--- config.mk ---
export PLATFORM = sky130hd
export DESIGN_NAME = oob_meta_rotator
export DESIGN_NICKNAME = d
export VERILOG_FILES = /design/src/rtl/oob_rot_pkg.sv /design/src/rtl/oob_rot_ctrl.sv /design/src/rtl/oob_rot_dp.sv /design/src/rtl/oob_meta_rotator.sv
export SDC_FILE = /design/constraint.sdc
export NUM_CORES = 1
export LEC_CHECK = 0
export CORE_AREA = 2 2 60 90
export CTS_CLUSTER_DIAMETER = 100
export CTS_CLUSTER_SIZE = 25
export DETAILED_ROUTE_END_ITERATION = 10
export DIE_AREA = 0 0 62 92
export PLACE_DENSITY = 0.9
export SLEW_MARGIN = 20
export SYNTH_ARGS = -nofsm -noshare
export SYNTH_HDL_FRONTEND = slang
export SYNTH_SLANG_ARGS = --single-unit
--- constraint.sdc ---
create_clock -name clk -period 2.8 [get_ports clk]
set_clock_uncertainty 0.15 [all_clocks]
set_input_delay 0.28 -clock clk [delete_from_list [all_inputs] [get_ports clk]]
set_output_delay 0.28 -clock clk [all_outputs]
set_load 0.01 [all_outputs]
--- src/rtl/oob_rot_pkg.sv ---
package oob_rot_pkg;

  parameter int MAX_STEPS  = 16;
  parameter int META_BYTES = 4;
  localparam int STEP_W    = $clog2(MAX_STEPS);
  localparam int CNT_W     = $clog2(MAX_STEPS + 1);
  localparam int WORD_W    = 8 * META_BYTES;

  typedef enum logic [1:0] {
    STRIDE_COMPACT = 2'd0,
    STRIDE_NARROW  = 2'd1,
    STRIDE_WIDE    = 2'd2
  } strideSel_t;

  // Strobes and step context from control to datapath
  typedef struct packed {
    logic              stepValid;
    logic              writeDir;
    logic              blank;
    strideSel_t        stride;
    logic [STEP_W-1:0] stepIdx;
    logic [STEP_W-1:0] lastIdx;
  } stepCmd_t;

endpackage

--- src/rtl/oob_rot_ctrl.sv ---
module oob_rot_ctrl
  import oob_rot_pkg::*;
#(
  parameter int ECC_W     = 8,
  parameter int ECC_LIMIT = 60
) (
  input  logic             clk,
  input  logic             rstN,
  input  logic             startReq,
  input  logic             dirWrite,
  input  logic             blankFill,
  input  logic             compactMode,
  input  logic [ECC_W-1:0] eccBytes,
  input  logic [CNT_W-1:0] stepCount,
  output stepCmd_t         cmd,
  output logic             busy,
  output logic             done
);

  logic              runActive;
  logic              doneReg;
  logic              dirReg;
  logic              blankReg;
  strideSel_t        strideReg;
  logic [STEP_W-1:0] idxReg;
  logic [STEP_W-1:0] lastReg;
  strideSel_t        strideNext;
  logic [CNT_W-1:0]  lastCalc;

  always_comb begin
    if (compactMode)
      strideNext = STRIDE_COMPACT;
    else if (eccBytes > ECC_W'(ECC_LIMIT))
      strideNext = STRIDE_WIDE;
    else
      strideNext = STRIDE_NARROW;
    lastCalc = stepCount - CNT_W'(1);
  end

  always_ff @(posedge clk) begin
    if (!rstN) begin
      runActive <= 1'b0;
      doneReg   <= 1'b0;
      dirReg    <= 1'b0;
      blankReg  <= 1'b0;
      strideReg <= STRIDE_COMPACT;
      idxReg    <= '0;
      lastReg   <= '0;
    end else begin
      doneReg <= 1'b0;
      if (!runActive) begin
        if (startReq) begin
          runActive <= 1'b1;
          dirReg    <= dirWrite;
          blankReg  <= blankFill & dirWrite;
          strideReg <= strideNext;
          idxReg    <= '0;
          lastReg   <= lastCalc[STEP_W-1:0];
        end
      end else if (idxReg == lastReg) begin
        runActive <= 1'b0;
        doneReg   <= 1'b1;
      end else begin
        idxReg <= idxReg + STEP_W'(1);
      end
    end
  end

  always_comb begin
    cmd.stepValid = runActive;
    cmd.writeDir  = dirReg;
    cmd.blank     = blankReg;
    cmd.stride    = strideReg;
    cmd.stepIdx   = idxReg;
    cmd.lastIdx   = lastReg;
  end

  assign busy = runActive;
  assign done = doneReg;

endmodule

--- src/rtl/oob_rot_dp.sv ---
module oob_rot_dp
  import oob_rot_pkg::*;
#(
  parameter int WIDE_STRIDE   = 128,
  parameter int NARROW_STRIDE = 64,
  parameter int HOST_AW       = STEP_W + $clog2(META_BYTES),
  parameter int BUF_AW        = $clog2((MAX_STEPS - 1) * (WIDE_STRIDE / META_BYTES) + 1)
) (
  input  stepCmd_t           cmd,
  input  logic [WORD_W-1:0]  hostRdata,
  input  logic [WORD_W-1:0]  bufRdata,
  output logic [HOST_AW-1:0] hostAddr,
  output logic               hostWe,
  output logic [WORD_W-1:0]  hostWdata,
  output logic [BUF_AW-1:0]  bufAddr,
  output logic               bufWe,
  output logic [WORD_W-1:0]  bufWdata
);

  localparam logic [BUF_AW-1:0]  WIDE_WORDS   = BUF_AW'(WIDE_STRIDE / META_BYTES);
  localparam logic [BUF_AW-1:0]  NARROW_WORDS = BUF_AW'(NARROW_STRIDE / META_BYTES);
  localparam logic [HOST_AW-1:0] SLOT_BYTES   = HOST_AW'(META_BYTES);

  logic [STEP_W-1:0] srcSlot;
  logic [WORD_W-1:0] packedWord;
  logic [WORD_W-1:0] unpackedBytes;

  // One-step rotation: controller step 0 owns the last host slot
  always_comb begin
    if (cmd.stepIdx == '0)
      srcSlot = cmd.lastIdx;
    else
      srcSlot = cmd.stepIdx - STEP_W'(1);
  end

  assign hostAddr = HOST_AW'(srcSlot) * SLOT_BYTES;

  always_comb begin
    unique case (cmd.stride)
      STRIDE_WIDE:   bufAddr = BUF_AW'(cmd.stepIdx) * WIDE_WORDS;
      STRIDE_NARROW: bufAddr = BUF_AW'(cmd.stepIdx) * NARROW_WORDS;
      default:       bufAddr = BUF_AW'(cmd.stepIdx);
    endcase
  end

  // Little-endian lane placement: host byte j <-> word bits 8j+7:8j
  for (genvar lane = 0; lane < META_BYTES; lane++) begin : g_lane
    assign packedWord[8*lane +: 8]    = hostRdata[8*lane +: 8];
    assign unpackedBytes[8*lane +: 8] = bufRdata[8*lane +: 8];
  end

  assign bufWe     = cmd.stepValid & cmd.writeDir;
  assign bufWdata  = cmd.blank ? '1 : packedWord;
  assign hostWe    = cmd.stepValid & ~cmd.writeDir;
  assign hostWdata = unpackedBytes;

endmodule

--- src/rtl/oob_meta_rotator.sv ---
module oob_meta_rotator
  import oob_rot_pkg::*;
#(
  parameter int ECC_W         = 8,
  parameter int ECC_LIMIT     = 60,
  parameter int WIDE_STRIDE   = 128,
  parameter int NARROW_STRIDE = 64,
  parameter int HOST_AW       = STEP_W + $clog2(META_BYTES),
  parameter int BUF_AW        = $clog2((MAX_STEPS - 1) * (WIDE_STRIDE / META_BYTES) + 1)
) (
  input  logic               clk,
  input  logic               rstN,
  input  logic               startReq,
  input  logic               dirWrite,
  input  logic               blankFill,
  input  logic               compactMode,
  input  logic [ECC_W-1:0]   eccBytes,
  input  logic [CNT_W-1:0]   stepCount,
  output logic               busy,
  output logic               done,
  output logic [HOST_AW-1:0] hostAddr,
  input  logic [WORD_W-1:0]  hostRdata,
  output logic               hostWe,
  output logic [WORD_W-1:0]  hostWdata,
  output logic [BUF_AW-1:0]  bufAddr,
  input  logic [WORD_W-1:0]  bufRdata,
  output logic               bufWe,
  output logic [WORD_W-1:0]  bufWdata
);

  stepCmd_t cmd;

  oob_rot_ctrl #(
    .ECC_W     (ECC_W),
    .ECC_LIMIT (ECC_LIMIT)
  ) u_ctrl (
    .clk         (clk),
    .rstN        (rstN),
    .startReq    (startReq),
    .dirWrite    (dirWrite),
    .blankFill   (blankFill),
    .compactMode (compactMode),
    .eccBytes    (eccBytes),
    .stepCount   (stepCount),
    .cmd         (cmd),
    .busy        (busy),
    .done        (done)
  );

  oob_rot_dp #(
    .WIDE_STRIDE   (WIDE_STRIDE),
    .NARROW_STRIDE (NARROW_STRIDE),
    .HOST_AW       (HOST_AW),
    .BUF_AW        (BUF_AW)
  ) u_dp (
    .cmd       (cmd),
    .hostRdata (hostRdata),
    .bufRdata  (bufRdata),
    .hostAddr  (hostAddr),
    .hostWe    (hostWe),
    .hostWdata (hostWdata),
    .bufAddr   (bufAddr),
    .bufWe     (bufWe),
    .bufWdata  (bufWdata)
  );

endmodule

# Yosys cells after proc, flatten, opt, wreduce, memory -nomap -nowiden
# Cells that the tools add are included.
# word_totals
ff_bits	14
in_bits	83
out_inout_bits	83
word_cells	37
# op_classes
bitwise	5
n_eq_ne	4
order_cmp	1
muxes	12
n_reduce_logical	5
addsub	3
# ops
op	count
two-way mux 32 bit	1
one-hot mux 9 bit (2 select lines)	1
two-way mux 4 bit	4
> comparator 8 x 6 -> 1 bit (second input constant)	1
subtractor 4 x 1 -> 4 bit (second input constant)	2
AND reduction 2 bit	3
adder 4 x 1 -> 4 bit (second input constant)	1
equality test 4 bit	1
zero test 4 bit	1
two-way mux 1 bit	4
two-way mux 2 bit	2
AND 1 bit	3
equality test 2 x 1 -> 1 bit (second input constant)	1
equality test 2 bit (second input constant)	1
!= test 2 bit (second input constant)	1
NOT 1 bit	2
nonzero test 2 bit	1

# Longest topological paths before layout
# logic_depth
ltp_word	3
depth_mapped	7
mapped_depth_nobuf	6

# Cells and area by module
# From an unflattened synthesis, not the netlist that was laid out.
# unflattened
hier_cells	181
hier_area_um2	1396.3
# modules_own_cells
mod	cells_per_inst	seq_area_each_um2	area_per_inst_um2	instances
oob_rot_ctrl	78	280.3	704.4	1
oob_rot_dp	103	0.0	691.9	1

# Worst setup path after synthesis
# OpenSTA, ideal clock, no wires.
# synth_path
kind	register to output
startpoint	reg u_ctrl.idxReg[0]
endpoint	out hostAddr[2]
arrival_time_ns	1.463
t_required_ns	2.370
stages_incl_launch_ff	7
slack_ns	0.907
path_buffers	1
cell_sequence	dfxtp_1 -> clkbuf_1 -> inv_1 -> ha_1 -> nor2b_1 -> and2b_1 -> o21ai_0
# synth_between
elab_chain_len	2
elab_cells_between_ends	3
cone_classes	add/sub (1); mux (1); reduce/logical (1)
# synth_rtl
item	line	source
start: declaration	oob_rot_ctrl.sv:25	logic [STEP_W-1:0] idxReg;
start signal: assignment	oob_rot_ctrl.sv:64	idxReg <= idxReg + STEP_W'(1);
subtractor 4 x 1 -> 4 bit / zero test 4 bit (equally long branches)	oob_rot_dp.sv:33, oob_rot_dp.sv:30	
two-way mux 4 bit (*)	oob_rot_dp.sv:30	if (cmd.stepIdx == '0)
end: declaration	oob_meta_rotator.sv:21	output logic [HOST_AW-1:0] hostAddr,
# Mark *: on every way between the ends. The rest lies on a longest branch, timed or not.

# Worst setup path in the final report
# layout_path
startpoint	reg u_ctrl.idxReg[1]
endpoint	out hostAddr[2]
# layout_between
elab_chain_len	2
# layout_rtl
item	line
zero test 4 bit	oob_rot_dp.sv:30
two-way mux 4 bit	oob_rot_dp.sv:30
# Every way passes these cells.

==> flow_metrics.env <==
export IMPL_drc=0
export IMPL_synthCells=185
export IMPL_ys_ff_latch=14
export IMPL_hpwl_um=3410
export IMPL_syn_avg_cell_area_um2=7.45
export IMPL_cp_required_ps=2370
export IMPL_setup_tns_ps=0
export IMPL_crit_fanout=10
export IMPL_syn_to_final_growth_pct=59.9
export IMPL_cts_sinks=14
export IMPL_utilization=0.440
export IMPL_finalCriticalPeriod_ps=2600
export IMPL_cp_start_kind="flop"
export IMPL_fmax_mhz=385
export IMPL_clockBufferDepth=2
export IMPL_end_kind="output port"
export IMPL_yosysSeqAreaShare=0.203
export IMPL_synth_top_area_cell="dfxtp_1"
export IMPL_clkLatencyLatePin_ps=250
export IMPL_max_cap_violations=0
export IMPL_gp_congestion=0.842
export IMPL_start_util=0.275
export IMPL_crit_type="flop to output port"
export IMPL_cts_made_buffers=3
export IMPL_dieWidth_um=62
export IMPL_cts_tree="yes"
export IMPL_grt_setup_unrepaired="false"
export IMPL_die_height_um=92
export IMPL_tightest_slew_ps=758
export IMPL_root_buffer="clkbuf_8"
export IMPL_initialDrtViolationCount=15
export IMPL_grt_max_degree=34
export IMPL_final_layout_size_suffix_gt1_frac=0.155
export IMPL_p_total_uw=723
export IMPL_h_tree_depth=1
export IMPL_wl_per_cell_um=12.9
export IMPL_ys_types=29
export IMPL_leakagePower_nw=0.891
export IMPL_antenna_found_initial=0
export IMPL_fillerInstances=470
export IMPL_power_ir_vdd_worst_mv=0.304
export IMPL_port_buffers=98
export IMPL_wl_um=4050
export IMPL_finalCritPeriodShare=0.929
export IMPL_hold_violations=0
export IMPL_seqCellArea_um2=280
export IMPL_grt_pass1_vias=1290
export IMPL_outcome="finished clean"
export IMPL_io_pins=166
export IMPL_ys_warn_count=0
export IMPL_slew_viol_final=0
export IMPL_drtAntennaViolNets=0
export IMPL_synth_area_leaders="dfxtp_1 (20%), buf_4 (20%), or2_2 (15%), ha_1 (4.5%), xnor2_1 (4.5%)"
export IMPL_post_cts_resized=0
export IMPL_overflow=0
export IMPL_grt_use_total=0.134
export IMPL_num_rows=32
export IMPL_path_clk_slew_ps=60
export IMPL_setup_viol_count_final=0
export IMPL_layout_nets=334
export IMPL_drt_first_pass_iters=4
export IMPL_num_antenna_cells=0
export IMPL_worstPathArrival_ps=2170
export IMPL_syn_area_um2=1380
export IMPL_slew_headroom=0.494
export IMPL_holdBufCountCts=0
export IMPL_synth_top_area_share=0.203
export IMPL_vias=1393
export IMPL_multi_input_area_um2=756
export IMPL_coreArea_um2=5000
export IMPL_routed_via_density=4.45
export IMPL_design_die_area_um2=5700
export IMPL_hold_class="flop to flop"
export IMPL_powerDensity_nw_per_um2=328
export IMPL_whs_ps=349
export IMPL_grt_pass1_wl_um=5790
export IMPL_dp_cells=309
export IMPL_post_cts_buffers=0
export IMPL_instances_no_fill=313
[layout make-up]
type,count,share of cell area
multi-input cells,118,0.343
flip-flops and latches,14,0.127
well taps,68,0.0386
repair buffers,99,0.449
inverters,10,0.0170
clock buffers,4,0.0250
[per-stage QoR]
step                area [um^2]  setup WS [ps]
finish                     2200            199
global route               2200           91.3
CTS                        2200            201
detailed placement         2150            505
global placement           2150            507
floorplan                  1380            907
[registers in the layout, indices dropped and copies added (netlist names)]
name,flops
u_ctrl.idxReg,4
u_ctrl.lastReg,4
u_ctrl.strideReg,2
u_ctrl.blankReg,1
u_ctrl.busy,1
u_ctrl.dirReg,1
u_ctrl.done,1
[critical path, stage by stage, from the launching register on]
cell             delay, ps
dfxtp_1                530
inv_1                   90
ha_1                   230
nor2b_1                150
and2b_1                200
o21ai_0                160
clkdlybuf4s50_1        560
[path summary, 6_finish.rpt]
check / start / endpoint / slack (ps) / cells past startpoint
setup reg to reg: u_ctrl.idxReg[3]$_SDFFE_PN0P_ / u_ctrl.idxReg[0]$_SDFFE_PN0P_ / 1180 / 4
setup / recovery: u_ctrl.idxReg[1]$_SDFFE_PN0P_ / hostAddr[2] / 200 / 6
hold reg to reg: u_ctrl.dirReg$_SDFFE_PN0P_ / u_ctrl.dirReg$_SDFFE_PN0P_ / 350 / 2
hold / removal: u_ctrl.dirReg$_SDFFE_PN0P_ / u_ctrl.dirReg$_SDFFE_PN0P_ / 350 / 2
[cells in the final DEF, fill, tap and decap left out, types with 3 or more instances in the layout]
cell and count:
inv_1 10, a22oi_1 4, nand3_1 3, dfxtp_1 14, clkbuf_8 4, ha_1 5, o211a_1 3, o21ai_0 6
clkdlybuf4s50_1 98, or2_2 32, nor2_1 10, xnor2_1 7, nand2_1 14, nand4_1 4, o31ai_1 4, and2_1 7
a21boi_0 3, nor2b_1 3
[cells by family after synthesis]
logic type               after synthesis  share of synthesized area
flip-flops                            14                      0.203
AO/OA/AOI/OAI                         24                      0.134
adder cells (fa/ha/maj)                5                     0.0454
AND/OR/NAND/NOR                       79                      0.312
other                                  1                    0.00272
XOR/XNOR                               7                     0.0445
multiplexers                           1                    0.00727
buffers and inverters                 54                      0.251
[report_power, final]
group / switching (mW) / total, mW / internal, mW
registers: 0.0141 / 0.226 / 0.211
clock network: 0.0758 / 0.201 / 0.125
logic: 0.106 / 0.296 / 0.190
[routing by layer]
metal	GRT usage	vias to the layer above	share of wire
li1	-	678	-
met1	0.109	605	0.29
met2	0.252	89	0.51
met3	0.0564	21	0.17
met4	0.0621	0	0.026
met5	0	-	0
[synthesized netlist by cell type]
cell / n
mux2i_1: 1
conb_1: 1
inv_1: 10
dfxtp_1: 14
buf_4: 36
and3_1: 2
a21oi_1: 1
a22oi_1: 4
and2_1: 7
nor2_1: 10
and2b_1: 1
ha_1: 5
nor2b_1: 3
o31ai_1: 4
a21boi_0: 3
nor3_1: 2
nand2_1: 14
buf_6: 1
nand3_1: 3
xnor2_1: 7
o211a_1: 3
o2111ai_1: 1
nand2b_1: 1
nand4_1: 4
o21a_1: 1
a41o_4: 1
o21ai_0: 6
clkbuf_1: 7
or2_2: 32
(Power assumes the default switching activity.)
